===== src/rtl/flyby_dma_pkg.sv =====
package flyby_dma_pkg;
  typedef enum logic [1:0] {
    ST_IDLE  = 2'd0,
    ST_XFER  = 2'd1,
    ST_RECOV = 2'd2
  } xfer_state_e;

  localparam logic [1:0] IDX_ADDR  = 2'd0;
  localparam logic [1:0] IDX_COUNT = 2'd1;
  localparam logic [1:0] IDX_CTRL  = 2'd2;
  localparam logic [1:0] IDX_IRQCL = 2'd3;

  localparam int CTRL_EN_BIT  = 0;
  localparam int CTRL_DIR_BIT = 1;
endpackage


===== src/rtl/flyby_req_sync.sv =====
module flyby_req_sync #(
  parameter int STAGES = 2
) (
  input  logic clk,
  input  logic rst,
  input  logic req_n_async,
  output logic req_n_sync
);
  logic [STAGES-1:0] chain_q;

  generate
    if (STAGES == 1) begin : g_one
      always_ff @(posedge clk) begin
        if (rst) chain_q <= 1'b1;
        else     chain_q <= req_n_async;
      end
    end else begin : g_many
      always_ff @(posedge clk) begin
        if (rst) chain_q <= '1;
        else     chain_q <= {chain_q[STAGES-2:0], req_n_async};
      end
    end
  endgenerate

  assign req_n_sync = chain_q[STAGES-1];
endmodule


===== src/rtl/flyby_dma_regs.sv =====
module flyby_dma_regs
  import flyby_dma_pkg::*;
#(
  parameter int ADDR_W = 16,
  parameter int CNT_W  = 12,
  parameter int REG_W  = 16
) (
  input  logic              clk,
  input  logic              rst,
  input  logic              wr_en,
  input  logic [1:0]        idx,
  input  logic [REG_W-1:0]  wr_data,
  output logic [REG_W-1:0]  rd_data,
  input  logic              busy,
  input  logic              xfer_done,
  output logic [ADDR_W-1:0] addr_q,
  output logic [CNT_W-1:0]  count_q,
  output logic              en_q,
  output logic              dir_q,
  output logic              irq_q
);
  logic setup_ok;
  logic last_item;
  logic empty_start;
  logic irq_clear;

  assign setup_ok    = !en_q && !busy;
  assign last_item   = xfer_done && (count_q == CNT_W'(1));
  assign empty_start = en_q && (count_q == '0);
  assign irq_clear   = wr_en && (idx == IDX_IRQCL);

  always_ff @(posedge clk) begin
    if (rst) begin
      addr_q  <= '0;
      count_q <= '0;
      en_q    <= 1'b0;
      dir_q   <= 1'b0;
      irq_q   <= 1'b0;
    end else begin
      if (wr_en && idx == IDX_ADDR && setup_ok)
        addr_q <= wr_data[ADDR_W-1:0];
      if (wr_en && idx == IDX_COUNT && setup_ok)
        count_q <= wr_data[CNT_W-1:0];
      if (wr_en && idx == IDX_CTRL) begin
        en_q <= wr_data[CTRL_EN_BIT];
        if (setup_ok) dir_q <= wr_data[CTRL_DIR_BIT];
      end
      if (xfer_done) begin
        addr_q  <= addr_q + 1'b1;
        count_q <= count_q - 1'b1;
      end
      if (last_item || empty_start) begin
        en_q  <= 1'b0;
        irq_q <= 1'b1;
      end else if (irq_clear) begin
        irq_q <= 1'b0;
      end
    end
  end

  always_ff @(posedge clk) begin
    if (rst) begin
      rd_data <= '0;
    end else begin
      case (idx)
        IDX_ADDR:  rd_data <= REG_W'(addr_q);
        IDX_COUNT: rd_data <= REG_W'(count_q);
        IDX_CTRL:  rd_data <= REG_W'({irq_q, dir_q, en_q});
        default:   rd_data <= '0;
      endcase
    end
  end


  count_step_chk: assert property (@(posedge clk) disable iff (rst)
    xfer_done |=> count_q == $past(count_q) - 1'b1);


  addr_step_chk: assert property (@(posedge clk) disable iff (rst)
    xfer_done |=> addr_q == $past(addr_q) + 1'b1);


  terminal_off_chk: assert property (@(posedge clk) disable iff (rst)
    (en_q && count_q == '0) |=> (!en_q && irq_q));


  irq_sticky_chk: assert property (@(posedge clk) disable iff (rst)
    (irq_q && !(wr_en && idx == IDX_IRQCL)) |=> irq_q);


  setup_hold_chk: assert property (@(posedge clk) disable iff (rst)
    (en_q && !xfer_done) |=> $stable(addr_q) && $stable(count_q));
endmodule


===== src/rtl/flyby_xfer_fsm.sv =====
module flyby_xfer_fsm
  import flyby_dma_pkg::*;
#(
  parameter int SYNC_STAGES = 2
) (
  input  logic clk,
  input  logic rst,
  input  logic en,
  input  logic dir,
  input  logic count_nz,
  input  logic req_n_s,
  input  logic mem_rdy,
  output logic mem_rd,
  output logic mem_wr,
  output logic dev_sel,
  output logic dev_rnw,
  output logic xfer_done,
  output logic busy
);
  localparam int RC_W = (SYNC_STAGES > 1) ? $clog2(SYNC_STAGES) : 1;

  xfer_state_e state_q;
  logic [RC_W-1:0] rec_q;
  logic go;

  assign go        = en && count_nz && !req_n_s;
  assign xfer_done = (state_q == ST_XFER) && mem_rdy;
  assign busy      = (state_q != ST_IDLE);

  always_ff @(posedge clk) begin
    if (rst) begin
      state_q <= ST_IDLE;
      rec_q   <= '0;
      mem_rd  <= 1'b0;
      mem_wr  <= 1'b0;
      dev_sel <= 1'b0;
      dev_rnw <= 1'b0;
    end else begin
      case (state_q)
        ST_IDLE: begin
          if (go) begin
            state_q <= ST_XFER;
            mem_rd  <= !dir;
            mem_wr  <= dir;
            dev_sel <= 1'b1;
            dev_rnw <= dir;
          end
        end
        ST_XFER: begin
          if (mem_rdy) begin
            state_q <= ST_RECOV;
            rec_q   <= RC_W'(SYNC_STAGES - 1);
            mem_rd  <= 1'b0;
            mem_wr  <= 1'b0;
            dev_sel <= 1'b0;
            dev_rnw <= 1'b0;
          end
        end
        ST_RECOV: begin
          if (rec_q == '0) state_q <= ST_IDLE;
          else             rec_q   <= rec_q - 1'b1;
        end
        default: state_q <= ST_IDLE;
      endcase
    end
  end


  strobe_pair_chk: assert property (@(posedge clk) disable iff (rst)
    dev_sel |-> ($countones({mem_rd, mem_wr}) == 1) && (mem_wr == dev_rnw));


  no_stray_strobe_chk: assert property (@(posedge clk) disable iff (rst)
    !dev_sel |-> !mem_rd && !mem_wr);


  start_needs_req_chk: assert property (@(posedge clk) disable iff (rst)
    $rose(dev_sel) |-> $past(!req_n_s && en && count_nz));


  wait_hold_chk: assert property (@(posedge clk) disable iff (rst)
    (dev_sel && !mem_rdy) |=> dev_sel && $stable(mem_rd) && $stable(mem_wr));


  recovery_gap_chk: assert property (@(posedge clk) disable iff (rst)
    $fell(dev_sel) |=> !dev_sel);
endmodule


===== src/rtl/flyby_dma_chan.sv =====
module flyby_dma_chan
  import flyby_dma_pkg::*;
#(
  parameter int ADDR_W      = 16,
  parameter int CNT_W       = 12,
  parameter int REG_W       = 16,
  parameter int SYNC_STAGES = 2,
  parameter int DEV_REG_W   = 2,
  parameter int BUF_REG     = 0
) (
  input  logic                 clk,
  input  logic                 rst,
  input  logic                 reg_wr,
  input  logic [1:0]           reg_idx,
  input  logic [REG_W-1:0]     reg_wdata,
  output logic [REG_W-1:0]     reg_rdata,
  output logic [ADDR_W-1:0]    mem_addr,
  output logic                 mem_rd,
  output logic                 mem_wr,
  input  logic                 mem_rdy,
  output logic                 dev_sel,
  output logic                 dev_rnw,
  output logic [DEV_REG_W-1:0] dev_reg,
  input  logic                 dev_req_n,
  output logic                 done_irq
);
  logic              req_n_s;
  logic              busy;
  logic              xfer_done;
  logic [CNT_W-1:0]  count_q;
  logic              en_q;
  logic              dir_q;

  flyby_req_sync #(.STAGES(SYNC_STAGES)) sync_i (
    .clk         (clk),
    .rst         (rst),
    .req_n_async (dev_req_n),
    .req_n_sync  (req_n_s)
  );

  flyby_dma_regs #(.ADDR_W(ADDR_W), .CNT_W(CNT_W), .REG_W(REG_W)) regs_i (
    .clk       (clk),
    .rst       (rst),
    .wr_en     (reg_wr),
    .idx       (reg_idx),
    .wr_data   (reg_wdata),
    .rd_data   (reg_rdata),
    .busy      (busy),
    .xfer_done (xfer_done),
    .addr_q    (mem_addr),
    .count_q   (count_q),
    .en_q      (en_q),
    .dir_q     (dir_q),
    .irq_q     (done_irq)
  );

  flyby_xfer_fsm #(.SYNC_STAGES(SYNC_STAGES)) fsm_i (
    .clk       (clk),
    .rst       (rst),
    .en        (en_q),
    .dir       (dir_q),
    .count_nz  (|count_q),
    .req_n_s   (req_n_s),
    .mem_rdy   (mem_rdy),
    .mem_rd    (mem_rd),
    .mem_wr    (mem_wr),
    .dev_sel   (dev_sel),
    .dev_rnw   (dev_rnw),
    .xfer_done (xfer_done),
    .busy      (busy)
  );

  assign dev_reg = DEV_REG_W'(BUF_REG);


  buf_reg_sel_chk: assert property (@(posedge clk) disable iff (rst)
    dev_sel |-> dev_reg == DEV_REG_W'(BUF_REG));
endmodule


===== config.mk =====
export PLATFORM = sky130hd
export DESIGN_NAME = flyby_dma_chan
export DESIGN_NICKNAME = d
export VERILOG_FILES = /design/src/rtl/flyby_dma_pkg.sv /design/src/rtl/flyby_req_sync.sv /design/src/rtl/flyby_dma_regs.sv /design/src/rtl/flyby_xfer_fsm.sv /design/src/rtl/flyby_dma_chan.sv
export SDC_FILE = /design/constraint.sdc
export NUM_CORES = 1
export LEC_CHECK = 0
export BUFFER_PORTS_ARGS = -buffer_cell sky130_fd_sc_hd__clkbuf_2
export CORE_UTILIZATION = 43
export DETAILED_ROUTE_END_ITERATION = 6
export PLACE_DENSITY = 0.74
export SYNTH_ARGS = -nofsm -noshare
export SYNTH_HDL_FRONTEND = slang
export SYNTH_SLANG_ARGS = --single-unit

===== constraint.sdc =====
create_clock -name clk -period 5.13 [get_ports clk]
set_clock_uncertainty 0.2 [all_clocks]
set_input_delay 0.2565 -clock clk [delete_from_list [all_inputs] [get_ports clk]]
set_output_delay 0.2565 -clock clk [all_outputs]
set_load 0.05 [all_outputs]

# After elaboration in Yosys (flattened, before gate mapping)
# Index checks and enable logic that the tools add are counted.
# totals
regBits	55
inputBits	23
out_inout_bits	39
word_cells	77
# op_classes
addsub	3
eq_ne	9
n_mux	21
n_reduce_logical	32
# ops
op	n
one-hot mux 16 bit (3 select lines)	1
two-way mux 16 bit	2
two-way mux 12 bit	2
adder 16 x 1 -> 16 bit (second input constant)	1
equality test 12 x 1 -> 1 bit (second input constant)	1
logical AND 1 bit	12
zero test 12 bit	1
nonzero test 2 bit	6
OR reduction 12 bit	1
subtractor 12 x 1 -> 12 bit (second input constant)	1
two-way mux 1 bit	8
one-hot mux 1 bit (2 select lines)	4
equality test 2 bit (second input constant)	3
two-way mux 2 bit	3
one-hot mux 2 bit (3 select lines)	1
AND reduction 3 bit	2
equality test 2 x 1 -> 1 bit (second input constant)	2
zero test 1 bit	4
zero test 2 bit	2
inequality test 2 bit (second input constant)	2
AND reduction 2 bit	2
inequality test 2 x 1 -> 1 bit (second input constant)	1
OR reduction 2 bit	1
logical OR 1 bit	1
subtractor 1 bit (second input constant)	1

# Longest topological paths before layout
# depth
word_depth	6
depth_mapped	7
ltp_nobuf	6

# Hierarchy
# From an unflattened synthesis, not the netlist that was laid out.
# unflattened
cells_unflattened	316
area_unflattened_um2	2732.6
# modules_own_cells
mod	instances	cells_each	area_per_inst_um2	seq_area_each_um2
flyby_dma_regs	1	277	2381.0	940.9
flyby_xfer_fsm	1	28	256.5	120.1
flyby_req_sync	1	4	52.6	40.0
flyby_dma_chan	1	7	42.5	0.0

# Worst setup path after synthesis
# Ideal clock, no wire load.
# synth_timing
path_type	register -> register
startpoint	reg regs_i.addr_q[3]
endpoint	reg regs_i.addr_q[14]
setup_ns	0.075
t_arrival_ns	2.013
t_required_ns	4.855
slack_ns	2.843
stages_incl_launch_ff	5
path_buffers	0
synth_period_minus_slack_ns	2.287
path_cell_list	dfxtp_1 -> nand4_2 -> or4_1 -> or3_1 -> a31oi_1
# synth_via
elab_chain_len	2
# synth_lines
item	line_no	text
start, declared	flyby_dma_regs.sv:16	output logic [ADDR_W-1:0] addr_q,
start signal, assigned	flyby_dma_regs.sv:41	addr_q <= wr_data[ADDR_W-1:0];
start signal, assigned	flyby_dma_regs.sv:49	addr_q <= addr_q + 1'b1;
adder 16 x 1 -> 16 bit	flyby_dma_regs.sv:49	
two-way mux 16 bit	flyby_dma_regs.sv:48	if (xfer_done) begin
# Every way passes these cells.
# A chain may end at the register's enable or synchronous reset.

# Final worst setup path
# layout_timing
startpoint	reg fsm_i.state_q[0]
endpoint	reg regs_i.count_q[7]
# layout_via
elab_chain_len	5
elab_cells_between_ends	8
classes_between	1 x eq/ne; 1 x mux; 6 x reduce/logical
# layout_lines
item	line_no	text
start, declared	flyby_xfer_fsm.sv:22	xfer_state_e state_q;
start signal, assigned	flyby_xfer_fsm.sv:32	state_q <= ST_IDLE;
start signal, assigned	flyby_xfer_fsm.sv:42	state_q <= ST_XFER;
start signal, assigned	flyby_xfer_fsm.sv:51	state_q <= ST_RECOV;
nonzero test 2 bit	flyby_xfer_fsm.sv:28	assign busy = (state_q != ST_IDLE);
zero test 1 bit	flyby_dma_regs.sv:27	assign setup_ok = !en_q && !busy;
logical AND 1 bit	flyby_dma_regs.sv:27	
logical AND 1 bit	flyby_dma_regs.sv:42	if (wr_en && idx == IDX_COUNT && setup_ok)
nonzero test 2 bit (no line)	-	
end signal, assigned	flyby_dma_regs.sv:43	count_q <= wr_data[CNT_W-1:0];
end signal, assigned	flyby_dma_regs.sv:50	count_q <= count_q - 1'b1;
end, declared	flyby_dma_regs.sv:17	output logic [CNT_W-1:0] count_q,
# Parallel ways exist; a longest one is shown, timed or not.

==> results <==
- The run finished with clean final reports.
- The H-tree generated during clock tree synthesis spans 2 levels.
- The number of fill cells in the layout is 589.
- The horizontal die dimension is 81.7 um.
- Cells with a size suffix above 1 make up 20.7% of the layout.
- STA puts the critical path data required time at 5160 ps.
- For this run, the leading register cell type out of synthesis is sky130_fd_sc_hd__dfxtp_1.
- The simple-gate portion of the synthesized area is 28.0%.
- Multiplexer cells account for 5.91% of the synthesized area.
- The largest total area in the synthesized netlist belongs to sky130_fd_sc_hd__dfxtp_1.
- The number of global-route vias before repair is 2470.
- Dividing the detail-routed via count by the number of cells gives 6.00.
- Global routing used 4.78% of the available met3 tracks.
- The wire length of the first global-routing pass is 12000 um.
- The number of warnings reported in the yosys synthesis log is 0.
- Setup violations remaining at the end of the flow were counted as 0.
- The leakage component of the power is 1.25 nW.
- The root buffer selected by CTS is sky130_fd_sc_hd__clkbuf_8.
- The clock latency at the later pin of the worst-skew pair is 310 ps.
- Once placement completed, the tool counted placed cells totaling 435.
- The power after layout is 790 uW.
- Pin placement for this block handled 62 I/O pins.
- After detailed placement, the total cell area comes to 0.00301 mm2.
- The critical path in this run is classified as reg -> reg.
- The die covers 0.00667 mm2.
- After synthesis, the largest family of logic cells by area is simple AND/OR/NAND/NOR gates.
- The routability congestion estimate is 0.832.
- The number of buffers created by CTS is 5.
- The residual DRC count is 0.
- The region available for standard cell placement spans 0.00603 mm2.
- The finished cells cover 0.00309 mm2.
- The dominant delay contributor by cell family on the critical path is simple AND/OR/NAND/NOR gates.
- The number of violations reported at the end of detailed-routing iteration 0 is 310.
- The overall overflow remaining after global route is 0.
- The worst IR drop on VDD is 0.196 mV.
- After synthesis, the largest area contributor takes up 40.3% of total cell area.
- After synthesis, the most frequently instantiated cells are sky130_fd_sc_hd__dfxtp_1, sky130_fd_sc_hd__nand2_1, sky130_fd_sc_hd__nor2_1, sky130_fd_sc_hd__a21oi_1, sky130_fd_sc_hd__nand3_1.
- After synthesis the cells add up to 0.00273 mm2.
- The maximum fanout along the worst path is 23.
- The initial antenna violation count is 0.
- The first detailed-routing pass ran for 5 iterations.
- Data arrives at the worst endpoint at 2550 ps.
- Summing the areas of all fa, ha and maj instances in the mapped netlist gives 1.83% of the synthesized area.
- The final layout contains 395 nets.
- The initial utilization of the core area, before any placement, comes to 45.3%.
- The cell with the biggest individual delay on the critical path is sky130_fd_sc_hd__and3b_1.
- The placement row count is 28.
- Dividing total power by cell area gives a power density of 256 mW/mm2.
- Global routing consumed, on the met1 layer, 32.1% of the routing resources.
- The total global-route track usage is 23.5%.
- The final hold violation count is 0.
- The fmax is 397 MHz.
- The number of cell instances on the worst register-to-register path is 4.
- Max-cap violations in this run came to 0.
- In the global route stage, met2 resource usage came out at 36.9%.
- On the worst path, the slowest cell contributes a delay of 740 ps.
- In this run the remaining antenna-violating nets after routing total 0.
- The number of buffers and inverters on the critical path is 0.
- The critical path crosses 4 cells after its start point.
- The compound-gate portion of the synthesized area is 17.5%.
- The class of the tightest hold or removal check is in -> reg.
- The nature of the critical path endpoint is a register.
- The HPWL after detailed placement is 5130 um.
- Setup repair after global routing left no endpoint under its margin.
- The depth of the worst hold-timing path is 3.
- The worst setup path is launched from a register.
- The final worst-path cycle share is 49.0%.
- The overall die height is 81.7 um.
- The pin count of the biggest net entering global routing is 39.
- The CTS tree is yes.
- The slew at the pin closest to its max-slew limit is 919 ps.
- The maximum number of buffers from clock root to sink is 2.
- Counting flops with an async set or reset pin after synthesis yields a share of 0%.
- The clock-pin slew on the worst setup and hold paths is 90 ps.
- The clock sink total is 55.
- The worst relative slew slack is 38.6%.
- The sequential cell area in the final layout is 0.00110 mm2.
- The number of unique standard cell types used by synthesis is 56.
- The synthesized instance count is 321.
- The synthesized area per cell is 8.50 um2.
- The count of vias placed by the detailed router is 2652.
- The antenna diode count is 0.
- The signal on the critical path passes through and3b_1 > nand3_1 > or4_1 > a31oi_1.
- The area added between synthesis and finish is 13.2%.
- The synthesized design contains 55 register bits.
- The max-slew violation total from the final report is 0.
- Adding up every negative setup slack in the final design gives 0 ps.
- The most frequent cell after synthesis is sky130_fd_sc_hd__dfxtp_1.
- The highest-utilization routing layer at the global route stage is met2.
- In this run, post-CTS repair resized a total of 0 instances.
- For this block, the routed nets add up to 7220 um of wire.
- The smallest clock period supported by the final layout is computed as 2520 ps.
- In this run the tool buffered the top-level ports with 59 buffer cells.
- The routed length per instance is 16.3 um.
- Yosys attributes the largest share of cell area to sky130_fd_sc_hd__dfxtp_1, sky130_fd_sc_hd__mux2i_1, sky130_fd_sc_hd__nand2_1, sky130_fd_sc_hd__a21oi_1, sky130_fd_sc_hd__nand3_1.
- The multi-input combinational cells in the finished layout cover a total of 0.00148 mm2.
- The sequential cell area fraction in the yosys report is 40.3%.
- The XOR/XNOR share of the synthesized area is 0.642%.
- The count of cells in the finished layout, fillers not included, comes to 442.
- The number of synthesized flops with an enable pin is 0.
## stage by stage
step | util (%) | setup WS, ps | hold WS [ps]
2_1_floorplan | - | 2840 | 160
3_3_place_gp | 49.9 | 2710 | 192
3_5_place_dp | 49.9 | 2650 | 193
4_1_cts | 51.3 | 2650 | 9.34
5_1_grt | 51.3 | 2360 | 20.4
6_report | 51.3 | 2610 | 15.0
## power by group
| part | switching (mW) | internal (mW) |
|---|---|---|
| logic | 0.0756 | 0.0360 |
| registers | 0.0165 | 0.438 |
| clock network | 0.132 | 0.0915 |
| total | 0.224 | 0.566 |
## final timing paths
path | startpoint | endpoint | slack, ps
worst max-delay path | fsm_i.state_q[0]$_SDFFE_PP0P_ | regs_i.count_q[7]$_SDFFE_PP0P_ | 2610
worst max register to register | fsm_i.state_q[0]$_SDFFE_PP0P_ | regs_i.count_q[7]$_SDFFE_PP0P_ | 2610
worst min-delay path | reg_wdata[7] | regs_i.count_q[7]$_SDFFE_PP0P_ | 10
worst min register to register | sync_i.chain_q[0]$_SDFF_PP1_ | sync_i.chain_q[1]$_SDFF_PP1_ | 210
## layout make-up
class / instances / area share [%]
Clock buffer: 6 / 2.35
Inverter: 8 / 0.972
Multi-Input combinational cell: 237 / 47.9
Sequential cell: 55 / 35.6
Tap cell: 75 / 3.04
Timing Repair Buffer: 61 / 10.1
## cell usage in the layout, fill, tap and decap left out, types with 5 or more instances in the layout
cell / count
sky130_fd_sc_hd__a21oi_1: 21
sky130_fd_sc_hd__dfxtp_1: 55
sky130_fd_sc_hd__or4_1: 5
sky130_fd_sc_hd__nor3_1: 7
sky130_fd_sc_hd__o211ai_1: 6
sky130_fd_sc_hd__nor4_1: 5
sky130_fd_sc_hd__or3_1: 8
sky130_fd_sc_hd__clkbuf_8: 5
sky130_fd_sc_hd__nand2_1: 35
sky130_fd_sc_hd__nor2_1: 23
sky130_fd_sc_hd__nand3_1: 20
sky130_fd_sc_hd__mux2i_1: 15
sky130_fd_sc_hd__inv_1: 7
sky130_fd_sc_hd__clkbuf_2: 59
sky130_fd_sc_hd__nand4_1: 7
sky130_fd_sc_hd__o21ai_0: 6
sky130_fd_sc_hd__a2bb2oi_1: 5
sky130_fd_sc_hd__and2_1: 8
sky130_fd_sc_hd__a31oi_1: 14
## timing repair
action / CTS / global route
hold endpoints to repair: 1 / 0
setup buffers: 0 / 0
hold buffers: 1 / 0
## state kept, by name, summed over array words and instances (netlist names)
| signal | count |
|---|---|
| regs_i.addr_q | 16 |
| regs_i.rd_data | 16 |
| regs_i.count_q | 12 |
| fsm_i.state_q | 2 |
| sync_i.chain_q | 2 |
| fsm_i.dev_sel | 1 |
| fsm_i.mem_rd | 1 |
| fsm_i.mem_wr | 1 |
| fsm_i.rec_q | 1 |
| regs_i.dir_q | 1 |
| regs_i.en_q | 1 |
| regs_i.irq_q | 1 |
## cells by family (layout without fill, tap and decap cells)
| logic type | Yosys count | in the layout |
|---|---|---|
| AO/OA/AOI/OAI | 71 | 71 |
| other | 1 | 2 |
| multiplexers | 16 | 16 |
| AND/OR/NAND/NOR | 142 | 142 |
| buffers and inverters | 30 | 75 |
| flip-flops | 55 | 55 |
| XOR/XNOR | 2 | 2 |
| adder cells (fa/ha/maj) | 4 | 4 |
## worst reg2reg max path: stages, from the launching register on
cell,delay (ps)
sky130_fd_sc_hd__dfxtp_1,480
sky130_fd_sc_hd__and3b_1,740
sky130_fd_sc_hd__nand3_1,390
sky130_fd_sc_hd__or4_1,480
sky130_fd_sc_hd__a31oi_1,160
## metal layers
metal	up-vias	share of wire (%)
met5	-	0
met4	0	1.5
met3	14	8.5
met2	132	46
met1	1239	44
li1	1267	-
No activity file was read; power rests on OpenSTA's default activity.
